<file path="config.mk">
export PLATFORM = sky130hd
export DESIGN_NAME = shift_latch_driver
export DESIGN_NICKNAME = d
export VERILOG_FILES = /design/src/rtl/sld_pkg.sv /design/src/rtl/sld_shift.sv /design/src/rtl/sld_latch.sv /design/src/rtl/sld_outmode.sv /design/src/rtl/shift_latch_driver.sv
export SDC_FILE = /design/constraint.sdc
export NUM_CORES = 1
export LEC_CHECK = 0
export BUFFER_PORTS_ARGS = -buffer_cell sky130_fd_sc_hd__buf_4
export CAP_MARGIN = 20
export CORE_MARGIN = 1
export CORE_UTILIZATION = 45
export DETAILED_ROUTE_END_ITERATION = 16
export GPL_TIMING_DRIVEN = 1
export HOLD_SLACK_MARGIN = 0.06
export PLACE_DENSITY = 0.66
export RECOVER_POWER = 25
export REMOVE_ABC_BUFFERS = 1
export SLEW_MARGIN = 20
export SYNTH_ARGS = -nofsm -noshare
export SYNTH_HDL_FRONTEND = slang
export SYNTH_HIERARCHICAL = 1
export SYNTH_SLANG_ARGS = --single-unit
</file>
<file path="constraint.sdc">
create_clock -name clk -period 1 [get_ports clk]
set_input_delay 0.1 -clock clk [delete_from_list [all_inputs] [get_ports clk]]
set_output_delay 0.1 -clock clk [all_outputs]
set_load 0.05 [all_outputs]
</file>
<file path="src/rtl/sld_pkg.sv">
package sld_pkg;

  typedef enum logic [1:0] {
    MODE_FORCE_HI = 2'd0,
    MODE_FORCE_LO = 2'd1,
    MODE_INVERT   = 2'd2,
    MODE_PASS     = 2'd3
  } out_mode_e;

  // blank_n selects forced vs data path; polarity selects level or sense
  function automatic out_mode_e decode_mode(input logic blank_n, input logic polarity);
    return out_mode_e'({blank_n, polarity});
  endfunction

endpackage

</file>
<file path="src/rtl/sld_shift.sv">
module sld_shift #(
  parameter int NCH = 64
) (
  input  logic           clk,
  input  logic           rst,
  input  logic           dir,
  input  logic           din_a,
  input  logic           din_b,
  output logic [NCH-1:0] stages
);

  logic [NCH-1:0] sreg;

  always_ff @(posedge clk) begin
    if (rst) begin
      sreg <= '0;
    end else if (!dir) begin
      sreg <= {din_a, sreg[NCH-1:1]};
    end else begin
      sreg <= {sreg[NCH-2:0], din_b};
    end
  end

  assign stages = sreg;


  fwd_entry_chk: assert property (@(posedge clk) disable iff (rst)
    !dir |=> sreg[NCH-1] == $past(din_a));


  fwd_move_chk: assert property (@(posedge clk) disable iff (rst)
    !dir |=> sreg[0] == $past(sreg[1]));


  rev_entry_chk: assert property (@(posedge clk) disable iff (rst)
    dir |=> sreg[0] == $past(din_b));


  rev_move_chk: assert property (@(posedge clk) disable iff (rst)
    dir |=> sreg[NCH-1] == $past(sreg[NCH-2]));

endmodule

</file>
<file path="src/rtl/sld_latch.sv">
module sld_latch #(
  parameter int NCH = 64
) (
  input  logic           clk,
  input  logic           rst,
  input  logic           latch_en,
  input  logic [NCH-1:0] src,
  output logic [NCH-1:0] held
);

  logic           le_q;
  logic [NCH-1:0] lat;
  logic           load;

  assign load = latch_en | le_q;

  always_ff @(posedge clk) begin
    if (rst) begin
      le_q <= 1'b0;
      lat  <= '0;
    end else begin
      le_q <= latch_en;
      if (load) lat <= src;
    end
  end

  assign held = lat;


  load_chk: assert property (@(posedge clk) disable iff (rst)
    latch_en |=> lat == $past(src));


  fall_load_chk: assert property (@(posedge clk) disable iff (rst)
    (!latch_en && le_q) |=> lat == $past(src));


  hold_chk: assert property (@(posedge clk) disable iff (rst)
    (!latch_en && !le_q) |=> $stable(lat));

endmodule

</file>
<file path="src/rtl/sld_outmode.sv">
module sld_outmode
  import sld_pkg::*;
#(
  parameter int NCH = 64
) (
  input  logic           clk,
  input  logic           rst,
  input  logic           blank_n,
  input  logic           polarity,
  input  logic [NCH-1:0] held,
  output logic [NCH-1:0] dout
);

  out_mode_e      mode;
  logic [NCH-1:0] nxt;

  assign mode = decode_mode(blank_n, polarity);

  always_comb begin
    unique case (mode)
      MODE_FORCE_HI: nxt = '1;
      MODE_FORCE_LO: nxt = '0;
      MODE_INVERT:   nxt = ~held;
      default:       nxt = held;
    endcase
  end

  always_ff @(posedge clk) begin
    if (rst) dout <= '0;
    else     dout <= nxt;
  end


  force_hi_chk: assert property (@(posedge clk) disable iff (rst)
    (!blank_n && !polarity) |=> (&dout));


  force_lo_chk: assert property (@(posedge clk) disable iff (rst)
    (!blank_n && polarity) |=> (dout == '0));


  invert_chk: assert property (@(posedge clk) disable iff (rst)
    (blank_n && !polarity) |=> (dout == ~$past(held)));


  pass_chk: assert property (@(posedge clk) disable iff (rst)
    (blank_n && polarity) |=> (dout == $past(held)));

endmodule

</file>
<file path="src/rtl/shift_latch_driver.sv">
module shift_latch_driver #(
  parameter int NCH = 64
) (
  input  logic           clk,
  input  logic           rst,
  input  logic           dir,
  input  logic           pin_a_in,
  output logic           pin_a_out,
  output logic           pin_a_oe,
  input  logic           pin_b_in,
  output logic           pin_b_out,
  output logic           pin_b_oe,
  input  logic           latch_en,
  input  logic           blank_n,
  input  logic           polarity,
  output logic [NCH-1:0] chan_out
);

  localparam int LAST = NCH - 1;

  logic [NCH-1:0] stages;
  logic [NCH-1:0] held;

  sld_shift #(.NCH(NCH)) u_shift (
    .clk    (clk),
    .rst    (rst),
    .dir    (dir),
    .din_a  (pin_a_in),
    .din_b  (pin_b_in),
    .stages (stages)
  );

  sld_latch #(.NCH(NCH)) u_latch (
    .clk      (clk),
    .rst      (rst),
    .latch_en (latch_en),
    .src      (stages),
    .held     (held)
  );

  sld_outmode #(.NCH(NCH)) u_outmode (
    .clk      (clk),
    .rst      (rst),
    .blank_n  (blank_n),
    .polarity (polarity),
    .held     (held),
    .dout     (chan_out)
  );

  // each pin always carries its end stage; only the output-role pin is enabled
  assign pin_a_out = stages[LAST];
  assign pin_b_out = stages[0];
  assign pin_a_oe  = dir;
  assign pin_b_oe  = ~dir;


  always_comb begin
    oe_excl_chk: assert (pin_a_oe != pin_b_oe);
  end


  rst_clear_chk: assert property (@(posedge clk)
    rst |=> (chan_out == '0));

endmodule

</file>
Yosys cells after proc, flatten, opt, wreduce, memory -nomap -nowiden
Index checks and enable logic that the tools add are counted.
{"block": "word_totals", "reg_bits": 193, "inputBits": 8, "out_inout_bits": 68, "elab_cells": 12}
{"block": "classes", "n_eq_ne": 2, "mux": 2, "bitwise_logic": 3, "n_reduce_logical": 1}
{"op": "64-bit case mux with 3 select lines", "n": 1}
{"op": "64-bit two-way mux", "n": 1}
{"op": "64-bit NOT", "n": 1}
{"op": "2-bit by 1-bit equality test with 1-bit output, second input constant", "n": 1}
{"op": "2-bit equality test, second input constant", "n": 1}
{"op": "2-bit logical NOT", "n": 1}
{"op": "1-bit NOT", "n": 1}
{"op": "1-bit bitwise OR", "n": 1}

Logic depth before layout (Yosys ltp)
Gate-level depths: netlist (run 1).
{"block": "depth", "depth_word": 2, "ltp_mapped": 4, "mapped_depth_nobuf": 2}

Hierarchy
Netlist (run 1), hierarchy kept.
{"module": "sld_latch", "n_inst": 1, "cells_per_inst": 293, "area_per_inst_um2": 2677.6, "seq_area_each_um2": 1301.2}
{"module": "sld_outmode", "n_inst": 1, "cells_per_inst": 215, "area_per_inst_um2": 2346.0, "seq_area_each_um2": 1281.2}
{"module": "sld_shift", "n_inst": 1, "cells_per_inst": 206, "area_per_inst_um2": 2290.9, "seq_area_each_um2": 1281.2}
{"module": "shift_latch_driver", "n_inst": 1, "cells_per_inst": 2, "area_per_inst_um2": 11.3, "seq_area_each_um2": 0.0}

Worst setup path after synthesis (run 1)
OpenSTA, ideal clock, no wires.
{"block": "synth_path", "kind": "flip-flop to flip-flop", "startpoint": "register u_latch.le_q", "endpoint": "register u_latch.lat[10] (netlist: u_latch/held[10])", "setup_time_ns": 0.070, "arrival_time_ns": 1.020, "t_required_ns": 0.930, "setup_slack_ns": -0.091, "stages_incl_launch_ff": 5, "n_path_buf": 2, "period_less_slack_ns": 1.091, "cell_sequence": "dfxtp_1 > buf_6 > clkbuf_2 > or3b_1 > a21oi_1"}
{"block": "synth_via", "elab_chain_cells": 1}
{"item": "start, declared", "line": "sld_latch.sv:11", "rtl": "logic le_q;"}
{"item": "start signal, assigned", "line": "sld_latch.sv:22", "rtl": "le_q <= latch_en;"}
{"item": "1-bit bitwise OR", "line": "sld_latch.sv:15", "rtl": "assign load = latch_en | le_q;"}
{"item": "end signal, assigned", "line": "sld_latch.sv:23", "rtl": "if (load) lat <= src;"}
{"item": "end, declared", "line": "sld_latch.sv:12", "rtl": "logic [NCH-1:0] lat;"}
No other way between the ends.
A chain may end at the register's enable or synchronous reset.

Worst setup path after layout (run 1)
{"block": "layout_path", "startpoint": "register u_latch.le_q", "endpoint": "register u_latch.lat[0] (netlist: u_latch/held[0])"}
The elaborated chain is that of the path after synthesis.

==> results of run 1 <==
[critical path, delay by kind of cell (launching register included)]
kind / cells / cell delay, ns
flip-flops: 1 / 0.41
AO/OA/AOI/OAI: 2 / 0.36
buffers and inverters: 2 / 0.31
[synth_stat cells]
cell        n
a21oi_1    64
buf_1       6
buf_2      17
buf_4       1
buf_6       5
buf_8      12
clkbuf_1   20
clkbuf_2   10
dfxtp_1   193
inv_1       1
mux2i_1   128
nand2_1    64
nand2b_1    1
nor2_1     64
nor2b_1     1
o21ai_0    45
o21ai_1    19
or2_1       1
or3b_1     56
or3b_2      8
[worst paths after layout]
path,from,to,slack [ns],depth (start not counted)
setup / recovery,u_latch/le_q,u_latch/held[0],-0.20,4
hold / removal,polarity,u_outmode/dout[23],0.18,4
setup reg to reg,u_latch/le_q,u_latch/held[0],-0.20,4
hold reg to reg,u_latch/held[59],u_outmode/dout[59],0.48,2
[layer usage]
metal,vias to the layer above,global-route usage [%]
li1,2571,-
met1,2453,23.0
met2,90,30.4
met3,22,4.83
met4,0,7.32
met5,-,0
[cells by family (layout without fill, tap and decap cells)]
logic type | Yosys count | in the layout
mux | 128 | 128
compound gates | 128 | 128
buf+inv | 72 | 145
simple gates | 195 | 195
flops | 193 | 193
[flip-flops by register name (all words and copies together) (netlist names)]
signal and flops:
u_latch/held 64, u_outmode/dout 64, u_shift/stages 64, u_latch/le_q 1
[through the flow]
step           cell area, um^2  total power, mW  util (%)  setup WS [ns]  TNS (ns)
6_report                  9470             16.4      59.6         -0.199    -10.10
2_1_floorplan             6850             8.79         -          -1.30   -114.38
4_1_cts                   9220             16.4      58.0         -0.216    -10.95
3_5_place_dp              8070             9.55      50.8         -0.212     -9.36
5_1_grt                   9470             17.0      59.6         -0.244    -14.97
3_3_place_gp              8070             9.52      50.8         -0.157     -7.44
[where the power goes]
group          total [mW]  internal [mW]  switching [mW]
registers            7.97           7.86           0.104
clock network        6.66           3.71            2.95
logic                1.74          0.687            1.05
total                16.4           12.3            4.11
[cell type report]
type	instances	area [um^2]	area share (%)
multi-input cells	451	3120	33.0
well taps	216	270	2.85
clock buffers	17	425	4.49
repair buffers	112	1540	16.3
inverters	1	3.75	0.0396
clock inverters	15	159	1.68
flip-flops and latches	193	3950	41.7
[timing repair]
action,4_1_cts,5_1_grt
hold buffers,3,0
setup buffers,2,2
endpoints found under the setup margin,130,131
hold endpoints to repair,5,0
resized for setup,176,65
pin swaps,3,4
cloned,1,1
==> flow_results.org, run 1 <==
** Logic synthesis
- Xor/xnor share of the synthesized area :: 0%
- Sequential cells were found to cover 52.7% of the synthesized design area.
- By area, the combinational part of the netlist is dominated by multiplexers.
- In the synthesized netlist, mux cells make up 17.5% of the area.
- Simple-Gate Fraction of Synth Area :: 14.5%
- Post-synthesis compound-gate area fraction :: 8.74%
- Of the total synthesized cell area, the portion taken by full adders, half adders and majority gates is 0%.
- Counting distinct cell types in the post-synthesis netlist gives 20.
- The mapped netlist covers 7330 um^2.
- Mean post-synth cell area :: 10.2 um^2
- Summed over its instances, the top area cell type makes up 52.7% of the synthesized netlist area.
- Ranked by total cell area, the synthesized netlist is headed by dfxtp_1, mux2i_1, or3b_1.
- Synthesized instance count :: 716
- Cell type contributing the most total cell area after synthesis :: dfxtp_1
- After synthesis the netlist holds a flip-flop and latch count of 193.
- Number of synthesis warnings :: 6

** Power
- For this design the static power due to leakage is 4.01 nW.
- Power density over the cells :: 1730 nW/um^2
- Worst supply voltage drop on vdd :: 1.20 mV

** GRT
- The number of global-route vias before repair was 5114.
- Wire length of the first global-routing pass :: 24.4 mm
- GRT Util Overall :: 18.5%
- Antenna violations before repair :: 0
- Largest net degree at the start of global routing :: 73
- Summed over all layers, the global routing overflow is 0.

** Detailed routing
- The routed design uses 524 um of met3 wire.
- Total iterations of the first detailed-routing run :: 4
- After detailed routing, the average wire length per cell comes to 14.6 um.
- Routed metal-1 wirelength :: 6.95 mm
- In this run, the number of DRC markers left after iteration 0 of detailed routing was 236.
- Total length of routed met2 wires :: 6.94 mm
- In the routed design, unresolved DRC markers number 0.
- In this run the top signal layer used is met4.
- Drt via density :: 5.11
- Across all layers, the routed design uses 5136 vias.
- Final ANT Viol Nets :: 0
- Final wirelength :: 14.7 mm

** Layout
- Filler instances :: 1326
- Layout overhead on the synthesized area :: 29.3%
- In the final design database the tool counted 784 nets.
- Once layout is complete, the cells apart from fillers number 1005.
- Leading cell type in the layout, fill and taps excluded :: mux2i_1
- Commonest non-fill, non-tap cells in the layout :: mux2i_1, dfxtp_1, dfxtp_2
- Fraction of final layout cells with drive strength greater than 1 :: 32.2%
- Number of diodes added for antenna fixing :: 0

** STA
- At the pin with the least slew margin, the transition time is 0.345 ns.
- Final hold violation count :: 0
- Fin. max-slew vios :: 0
- Headroom to the max-slew limit came out at 77.0%.
- Number of setup violations in the final report :: 101
- Clock tree skew after final layout :: 0.0114 ns
- Minimum setup slack in the final design :: -0.199 ns
- Maximum clock frequency :: 834 MHz
- Hold is met by 0.176 ns.
- Post-layout minimum cycle time :: 1.20 ns
- Setup repair after global routing could not meet its margin everywhere.
- In the finished design, the share of the clock period the worst path needs comes to 120%.

** Clock tree
- CTS sink count :: 193
- Clk Latency, worst-skew pair :: 0.43 ns
- The clock passes through at most 2 buffers.
- The clock tree synthesis step divided the H-tree into 4 levels.
- TritonCTS built the clock tree.
- Number of CTS-inserted buffers :: 17
- Clock edge transition at the registers on the reported setup and hold paths :: 0.07 ns
- Buffer type at the clock tree root :: clkbuf_16

** Floorplan
- The floorplan has 46 rows.
- Full die area :: 16800 um^2
- In this run the vertical extent of the chip is 130 um.
- Placeable core area :: 15900 um^2
- The initial utilization of the core area, before any placement, comes to 46.1%.
- The die is 130 um wide.
- I/O pins :: 76

** Placed design
- The congestion estimate from routability-driven global placement came to 0.749.
- After legalization and detailed placement, the total HPWL measured 8.77 mm.
- Post-Place Cells :: 964
- In this run the tool buffered the top-level ports with 75 buffer cells.

** Critical path
- Delay of the slowest critical-path stage :: 0.41 ns
- The worst setup path is captured at a flip-flop.
- Kind of start point of the critical path :: flip-flop
- Slowest-stage cell, CP :: dfxtp_4
- CP Max Fanout :: 9
- Setup Crit Path Kind :: reg -> reg
- Critical path data arrival time :: 1.51 ns
- Traced cell by cell, the critical path runs through buf_4, clkbuf_16, o21ai_0, a21oi_2.
- Required time of the worst setup path :: 1.31 ns

** Job
- Max-cap violations :: 0

** Outcome
- Status :: finished, violations left
- Violations in the final reports :: setup timing

** Worst hold path
- The worst hold path belongs to the class in -> reg.
No activity file was read; power rests on OpenSTA's default activity.
==> inputs of run 2 (changes only) <==
Settings changed: BUFFER_PORTS_ARGS -buffer_cell sky130_fd_sc_hd__buf_4 to unset, DONT_BUFFER_PORTS set to 1, PLACE_DENSITY 0.66 to unset, REMOVE_ABC_BUFFERS 1 to unset.
==> run 2 against run 1 <==
- the run ends with hold timing, setup timing left
- cell count is 3.5% lower
- worst setup slack gained 0.022 ns
- combinational power decreased by 28%
- register-to-register slack better by 0.02 ns
- wire length fell by 11%
- sequential cell count is the same
- clock power shrank 3%
- sequential share of layout area rose by 2.2 points
- maximum frequency is 1.9% higher
- clock skew fell by 0.0044 ns
- sequential power hardly changed
- critical path depth decreased by 1
- largest cell class unchanged
==> flow_results.org, run 2 (synthesis gave the netlist of run 1 again) <==
** GRT
- The largest net degree at the start of global routing is 132 (was 73).
- GRT Util Overall :: 16.2% (was 18.5%)
- The overflow left after global routing came to 0 (unchanged).
- The number of global-route vias before repair is 4803 (was 5114).
- The number of antenna violations at the first check in global routing was 0 (unchanged).
- The global-route wire length before repair was 21.9 mm (was 24.4 mm).

** STA
- Unrepaired setup endpoints after global routing :: yes (unchanged)
- Final hold violation count :: 192 (was 0)
- The clock tree skew after final layout came to 0.00696 ns (was 0.0114 ns).
- Number of setup violations in the final report :: 67 (was 101)
- The final critical-path required period was 1.18 ns (was 1.20 ns).
- The maximum clock frequency was 850 MHz (was 834 MHz).
- Worst slew slack as a fraction of its limit :: 72.4% (was 77.0%)
- Actual slew at the worst max-slew pin :: 0.414 ns (was 0.345 ns)
- The worst path setup slack after routing is -0.176 ns (was -0.199 ns).
- Fin. max-slew vios :: 0 (unchanged)
- Post-route clock period utilization :: 118% (was 120%)
- The final-layout worst hold slack is -0.239 ns (was 0.176 ns).

** Floorplan
- The starting utilization of the core area is 46.1% (unchanged).
- Number of rows created at floorplan :: 46 (unchanged)
- Die Span X :: 130 um (unchanged)
- Full die area :: 16800 um^2 (unchanged)
- I/O pins :: 76 (unchanged)
- Placeable core area :: 15900 um^2 (unchanged)
- The die outline height was 130 um (unchanged).

** Layout
- The area growth from synthesis to final layout was 22.9% (was 29.3%).
- Leading cell type in the layout, fill and taps excluded :: mux2i_1 (unchanged)
- The final non-filler cell area is 9000 um^2 (was 9470 um^2).
- The number of antenna cells inserted is 0 (unchanged).
- Fraction of final layout cells with drive strength greater than 1 :: 28.6% (was 32.2%)
- The number of nets in the final layout came to 750 (was 784).
- Commonest non-fill, non-tap cells in the layout :: mux2i_1, dfxtp_1, dfxtp_2 (unchanged)

** Clock tree
- The number of CTS-inserted buffers came to 17 (unchanged).
- Hold_buf cts :: 1 (was 3)
- Clock edge transition at the registers on the reported setup and hold paths :: 0.06 ns (was 0.07 ns)
- Clock tree from TritonCTS :: yes (unchanged)
- Buffer type at the clock tree root :: clkbuf_16 (unchanged)
- Maximum number of buffers from clock root to sink :: 2 (unchanged)
- Clk Latency, worst-skew pair :: 0.42 ns (was 0.43 ns)
- CTS H-tree depth :: 4 (unchanged)
- The clock net sink count came to 193 (unchanged).

** Critical path
- Setup Crit Path Kind :: reg -> reg (unchanged)
- Slowest-stage cell, CP :: or3b_1 (was dfxtp_4)
- The endpoint of the worst register-to-register path is u_latch/held[28] (was u_latch/held[0]).
- CP endpoint kind :: flip-flop (unchanged)
- The number of cells on the critical path is 3 (was 4).
- The data arrival time at the worst-slack endpoint is 1.52 ns (was 1.51 ns).
- The timing endpoint of the critical path is u_latch/held[28] (was u_latch/held[0]).
- Buf/Inv on CP :: 1 (was 2)
- Required time of the worst setup path :: 1.35 ns (was 1.31 ns)
- Crit path cell chain: buf_12, or3b_1, a21oi_1 (was buf_4, clkbuf_16, o21ai_0, a21oi_2).
- Setup crit start :: u_latch/le_q (unchanged)
- The cell family with the largest share of critical-path delay was simple AND/OR/NAND/NOR gates (was flip-flops).
- Delay of the slowest critical-path stage :: 0.40 ns (was 0.41 ns)
- Startpoint of the most critical register-to-register path :: u_latch/le_q (unchanged)
- The launching element type of the critical path is a flip-flop (unchanged).
- The flop-to-flop setup slack came to -0.18 ns (was -0.20 ns).
- Worst reg-to-reg path cell count :: 3 (was 4)
- The highest net fanout along the worst path came to 55 (was 9).

** Placed design
- Final Wtd Congestion :: 0.734 (was 0.749)
- Final HPWL DP :: 7.15 mm (was 8.77 mm)
- Post-placement worst setup slack :: -0.196 ns (was -0.212 ns)
- The placed standard-cell area is 7720 um^2 (was 8070 um^2).
- The number of I/O port buffers came to 0 (was 75).

** Outcome
- Violations in the final reports :: hold timing, setup timing (was setup timing)
- Status: finished, violations left (unchanged).

** Power
- The leakage dissipation came to 3.75 nW (was 4.01 nW).
- The peak ir drop on the vdd network came to 1.40 mV (was 1.20 mV).
- Power density over the cells :: 1740 nW/um^2 (was 1730 nW/um^2)

** Detailed routing
- The average vias per placed instance came to 5.05 (was 5.11).
- The total number of vias is 4900 (was 5136).
- The wire length per cell was 13.5 um (was 14.6 um).
- Total iterations of the first detailed-routing run :: 4 (unchanged)
- Remaining DRCs :: 0 (unchanged)
- The number of DRC markers in iteration 0 was 301 (was 236).
- The final routed wirelength across all metal layers was 13.1 mm (was 14.7 mm).
- The number of nets still failing antenna checks after routing is 0 (unchanged).

** Logic synthesis
- Post-Synthesis Net Count :: 724

** Worst hold path
- Min-Delay Path Class :: in -> reg (unchanged)

** Job
- The reported max-cap violation count is 0 (unchanged).
[run 2: cell count changes in the layout (fill, tap and decap cells not counted), sizes merged]
cell         before  now
inv               5    1
dlygate4sd3       3    1
clkinv            6    2
bufbuf            1    0
bufinv            2    1
clkbuf           18   27
clkinvlp          3    1
buf             107   77
[run 2: final cells by class]
class | count | area (um^2)
clock buffer | 27 | 523
inverter | 1 | 3.75
tap | 216 | 270
multi-input combinational | 451 | 3130
clock inverter | 4 | 47.5
fill | 1412 | 6880
timing repair buffer | 78 | 1080
sequential | 193 | 3950
[run 2: routing by layer]
metal / vias up / track usage, % / wire length (um)
met5: - / 0 / 0
met4: 0 / 7.25 / 212
met3: 16 / 3.63 / 375
met2: 60 / 28.0 / 6470
met1: 2337 / 19.2 / 6020
li1: 2487 / - / -
[run 2: where the power goes]
part | internal [mW] | switching [mW] | total (mW)
clock | 3.82 | 2.65 | 6.47
combinational | 0.514 | 0.735 | 1.25
sequential | 7.86 | 0.0916 | 7.96
total | 12.2 | 3.48 | 15.7
[run 2: worst min path at each step]
stage / startpoint / to / slack, ns / cells past startpoint
after floorplan: pin_a_in / u_shift/stages[63] / 0.24 / 2
after global placement: rst / u_latch/held[18] / 0.19 / 1
after detailed placement: rst / u_latch/le_q / 0.19 / 1
after CTS: rst / u_latch/held[13] / -0.27 / 1
after global routing: rst / u_latch/held[13] / -0.27 / 1
final: rst / u_latch/held[13] / -0.24 / 1
[run 2: what timing repair did]
item                                    4_1_cts  5_1_grt
hold endpoints to repair                    193      192
endpoints found under the setup margin      129      130
setup buffers                                 6        0
gates resized for setup                     170       58
pin swaps                                     2        3
[run 2: through the flow]
step	TNS [ns]	instances	utilization [%]	hold WS, ns	power (mW)
after CTS	-9.72	970	55.5	-0.274	15.8
after detailed placement	-7.76	932	48.6	0.189	9.12
after floorplan	-5.44	716	-	0.244	9.13
after global placement	-6.71	932	48.6	0.193	9.11
final	-8.64	970	56.7	-0.239	15.7
after global routing	-12.81	970	56.7	-0.269	16.2
[run 2: worst reg2reg max path, cell delays in order, from the launching register on]
cell     delay [ns]
dfxtp_4        0.38
buf_12         0.18
or3b_1         0.43
a21oi_1        0.13
==> inputs of run 3 (changes only) <==
Settings changed: SKIP_CTS_REPAIR_TIMING set to 1.
Clock period 1 ns to 1.5 ns, I/O delays scaled along.
==> run 3 against run 2 <==
- the run ends with hold timing left
- sequential share of layout area increased by 1.3 points
- worst setup slack better by 0.43 ns
- cell area shrank 4.9%
- core utilization down 2.8 points
- wire length up 5.4%
- largest cell class unchanged
- via count is 0.27% lower
- critical endpoint is now u_shift/stages[33]
- clock power down 32%
- first-iteration DRC count decreased by 21%
- cell count unchanged
- register-to-register slack improved by 0.43 ns
- critical path type unchanged
- largest power group unchanged
==> flow_results.org, run 3 (synthesis gave the netlist of run 1 again) <==
** Outcome
- Status: finished, violations left (unchanged).
- Violations in the final reports :: hold timing (was hold timing, setup timing)

** Layout
- Commonest non-fill, non-tap cells in the layout: dfxtp_1, mux2i_1, dlygate4sd3_1 (was mux2i_1, dfxtp_1, dfxtp_2).
- Leading cell type in the layout, fill and taps excluded :: dfxtp_1 (was mux2i_1)
- Layout overhead on the synthesized area :: 16.8% (was 22.9%)
- The number of nets in the final layout came to 749 (was 750).
- The footprint of the multi-input gates is 2980 um^2 (was 3130 um^2).
- The layout cell share with drive strength beyond 1 came to 6.63% (was 28.6%).
- The final non-filler cell area was 8560 um^2 (was 9000 um^2).
- Filler instances :: 1453 (was 1412)
- The number of antenna cells inserted was 0 (unchanged).
- The area taken by flip-flops and latches is 3870 um^2 (was 3950 um^2).
- Fin util :: 53.9% (was 56.7%)

** GRT
- The global-route wire length before repair came to 21.5 mm (was 21.9 mm).
- Total congestion overflow after global routing :: 0 (unchanged)
- The number of antenna violations at the first check in global routing was 0 (unchanged).
- Via count of the first global-routing pass :: 4593 (was 4803)
- Largest net degree at the start of global routing :: 132 (unchanged)
- The total global routing track utilization is 15.9% (was 16.2%).

** Critical path
- Register-to-register setup slack :: 0.25 ns (was -0.18 ns)
- Setup Crit Path Kind :: reg -> reg (unchanged)
- Critical path data arrival time :: 1.56 ns (was 1.52 ns)
- Kind of start point of the critical path :: flip-flop (unchanged)
- CP endpoint kind :: flip-flop (unchanged)
- The highest net fanout along the worst path came to 3 (was 55).
- The required time of the critical path came to 1.81 ns (was 1.35 ns).

** Floorplan
- The width of the chip was 130 um (unchanged).
- Starting utilization of the core area :: 46.1% (unchanged)
- Placeable core area :: 15900 um^2 (unchanged)
- Number of rows created at floorplan :: 46 (unchanged)
- Die outline height :: 130 um (unchanged)
- The overall die area came to 16800 um^2 (unchanged).
- The number of I/O pins was 76 (unchanged).

** STA
- Maximum clock frequency :: 801 MHz (was 850 MHz)
- Final hold violation count :: 64 (was 192)
- Clock tree skew after final layout :: 0.00774 ns (was 0.00696 ns)
- The period utilization came to 83.2% (was 118%).
- Worst hold slack :: -0.0872 ns (was -0.239 ns)
- The count of endpoints failing setup in the final report was 0 (was 67).
- Worst slew slack as a fraction of its limit :: 66.9% (was 72.4%)
- Unrepaired setup endpoints after global routing: no (was yes).
- The final critical-path required period is 1.25 ns (was 1.18 ns).
- The max-slew violation total from the final report is 0 (unchanged).
- Final total negative setup slack :: 0 ns (was -8.64 ns)
- Actual slew at the worst max-slew pin :: 0.495 ns (was 0.414 ns)

** Clock tree
- The clock net sink count is 193 (unchanged).
- Clock tree from TritonCTS :: yes (unchanged)
- Number of CTS-inserted buffers :: 17 (unchanged)
- The cell at the root of the clock tree is clkbuf_16 (unchanged).
- The clock-pin slew of the registers on the worst-case setup and hold paths is 0.07 ns (was 0.06 ns).
- The insertion delay to the later sink of the worst-skew pair is 0.42 ns (about the same).
- The number of levels the H-tree was split into came to 4 (unchanged).
- Maximum number of buffers from clock root to sink :: 2 (unchanged)

** Detailed routing
- Drt via density :: 5.04 (was 5.05)
- DRT iter0 DRCs :: 238 (was 301)
- The total iterations of the first detailed-routing run was 4 (unchanged).
- Final wirelength :: 13.8 mm (was 13.1 mm)
- Remaining DRCs :: 0 (unchanged)
- The number of nets still failing antenna checks after routing is 0 (unchanged).
- Detailed-route wire length per cell :: 14.2 um (was 13.5 um)
- Vias :: 4887 (was 4900)

** Power
- Worst supply voltage drop on vdd :: 0.782 mV (was 1.40 mV)
- Leakage power summed over all cells :: 3.70 nW (was 3.75 nW)
- Power density over the cells :: 1210 nW/um^2 (was 1740 nW/um^2)

** Placed design
- The placed standard-cell area is 7240 um^2 (was 7720 um^2).
- The number of I/O port buffers was 0 (unchanged).
- Final Wtd Congestion :: 0.703 (was 0.734)
- The total half-perimeter wirelength after legalization and detailed placement came to 6.96 mm (was 7.15 mm).

** Logic synthesis
- The synthesized net count came to 724 (unchanged).

** Job
- Max-cap violations :: 0 (unchanged)

** Worst hold path
- Min-Delay Path Class :: in -> reg (unchanged)
==> run 3: layout make-up <==
class                      count  share of cell area (%)
clock buffer                  22                    5.54
timing repair buffer          77                    9.94
clock inverter                10                    1.27
multi-input combinational    451                    34.9
tap                          216                    3.16
inverter                       1                  0.0439
sequential                   193                    45.2
==> run 3: stage by stage <==
step | instances | setup WS (ns) | power [mW] | hold slack, ns
final | 970 | 0.251 | 10.3 | -0.0872
after global placement | 868 | 0.324 | 5.94 | 0.239
after global routing | 970 | 0.223 | 10.7 | -0.0981
after detailed placement | 868 | 0.301 | 5.95 | 0.240
after CTS | 900 | 0.269 | 10.4 | -0.216
after floorplan | 716 | 0.409 | 6.09 | 0.294
==> run 3: where the power goes <==
| group | internal, mW | switching [mW] | leakage [nW] |
|---|---|---|---|
| logic | 0.130 | 0.184 | 1.84 |
| clock network | 2.58 | 1.84 | 0.286 |
| registers | 5.22 | 0.365 | 1.57 |
| total | 7.93 | 2.39 | 3.70 |
==> run 3: critical path, cell delays in order (launching register included) <==
cell and delay, ns:
dfxtp_1 0.33, mux2i_1 0.19, nor2_1 0.06, dlygate4sd3_1 0.55
==> run 3: worst paths after layout <==
| path | from | to | depth (start not counted) |
|---|---|---|---|
| setup reg to reg | u_shift/stages[32] | u_shift/stages[33] | 3 |
| hold / removal | latch_en | u_latch/held[59] | 2 |
| hold reg to reg | u_latch/held[5] | u_outmode/dout[5] | 2 |
| setup / recovery | u_shift/stages[32] | u_shift/stages[33] | 3 |
==> run 3: layer usage <==
metal | up-vias | wire (um) | track usage, %
met5 | - | 0 | 0
met4 | 0 | 176 | 6.02
met3 | 13 | 423 | 4.67
met2 | 75 | 6610 | 26.4
met1 | 2296 | 6570 | 19.5
li1 | 2503 | - | -
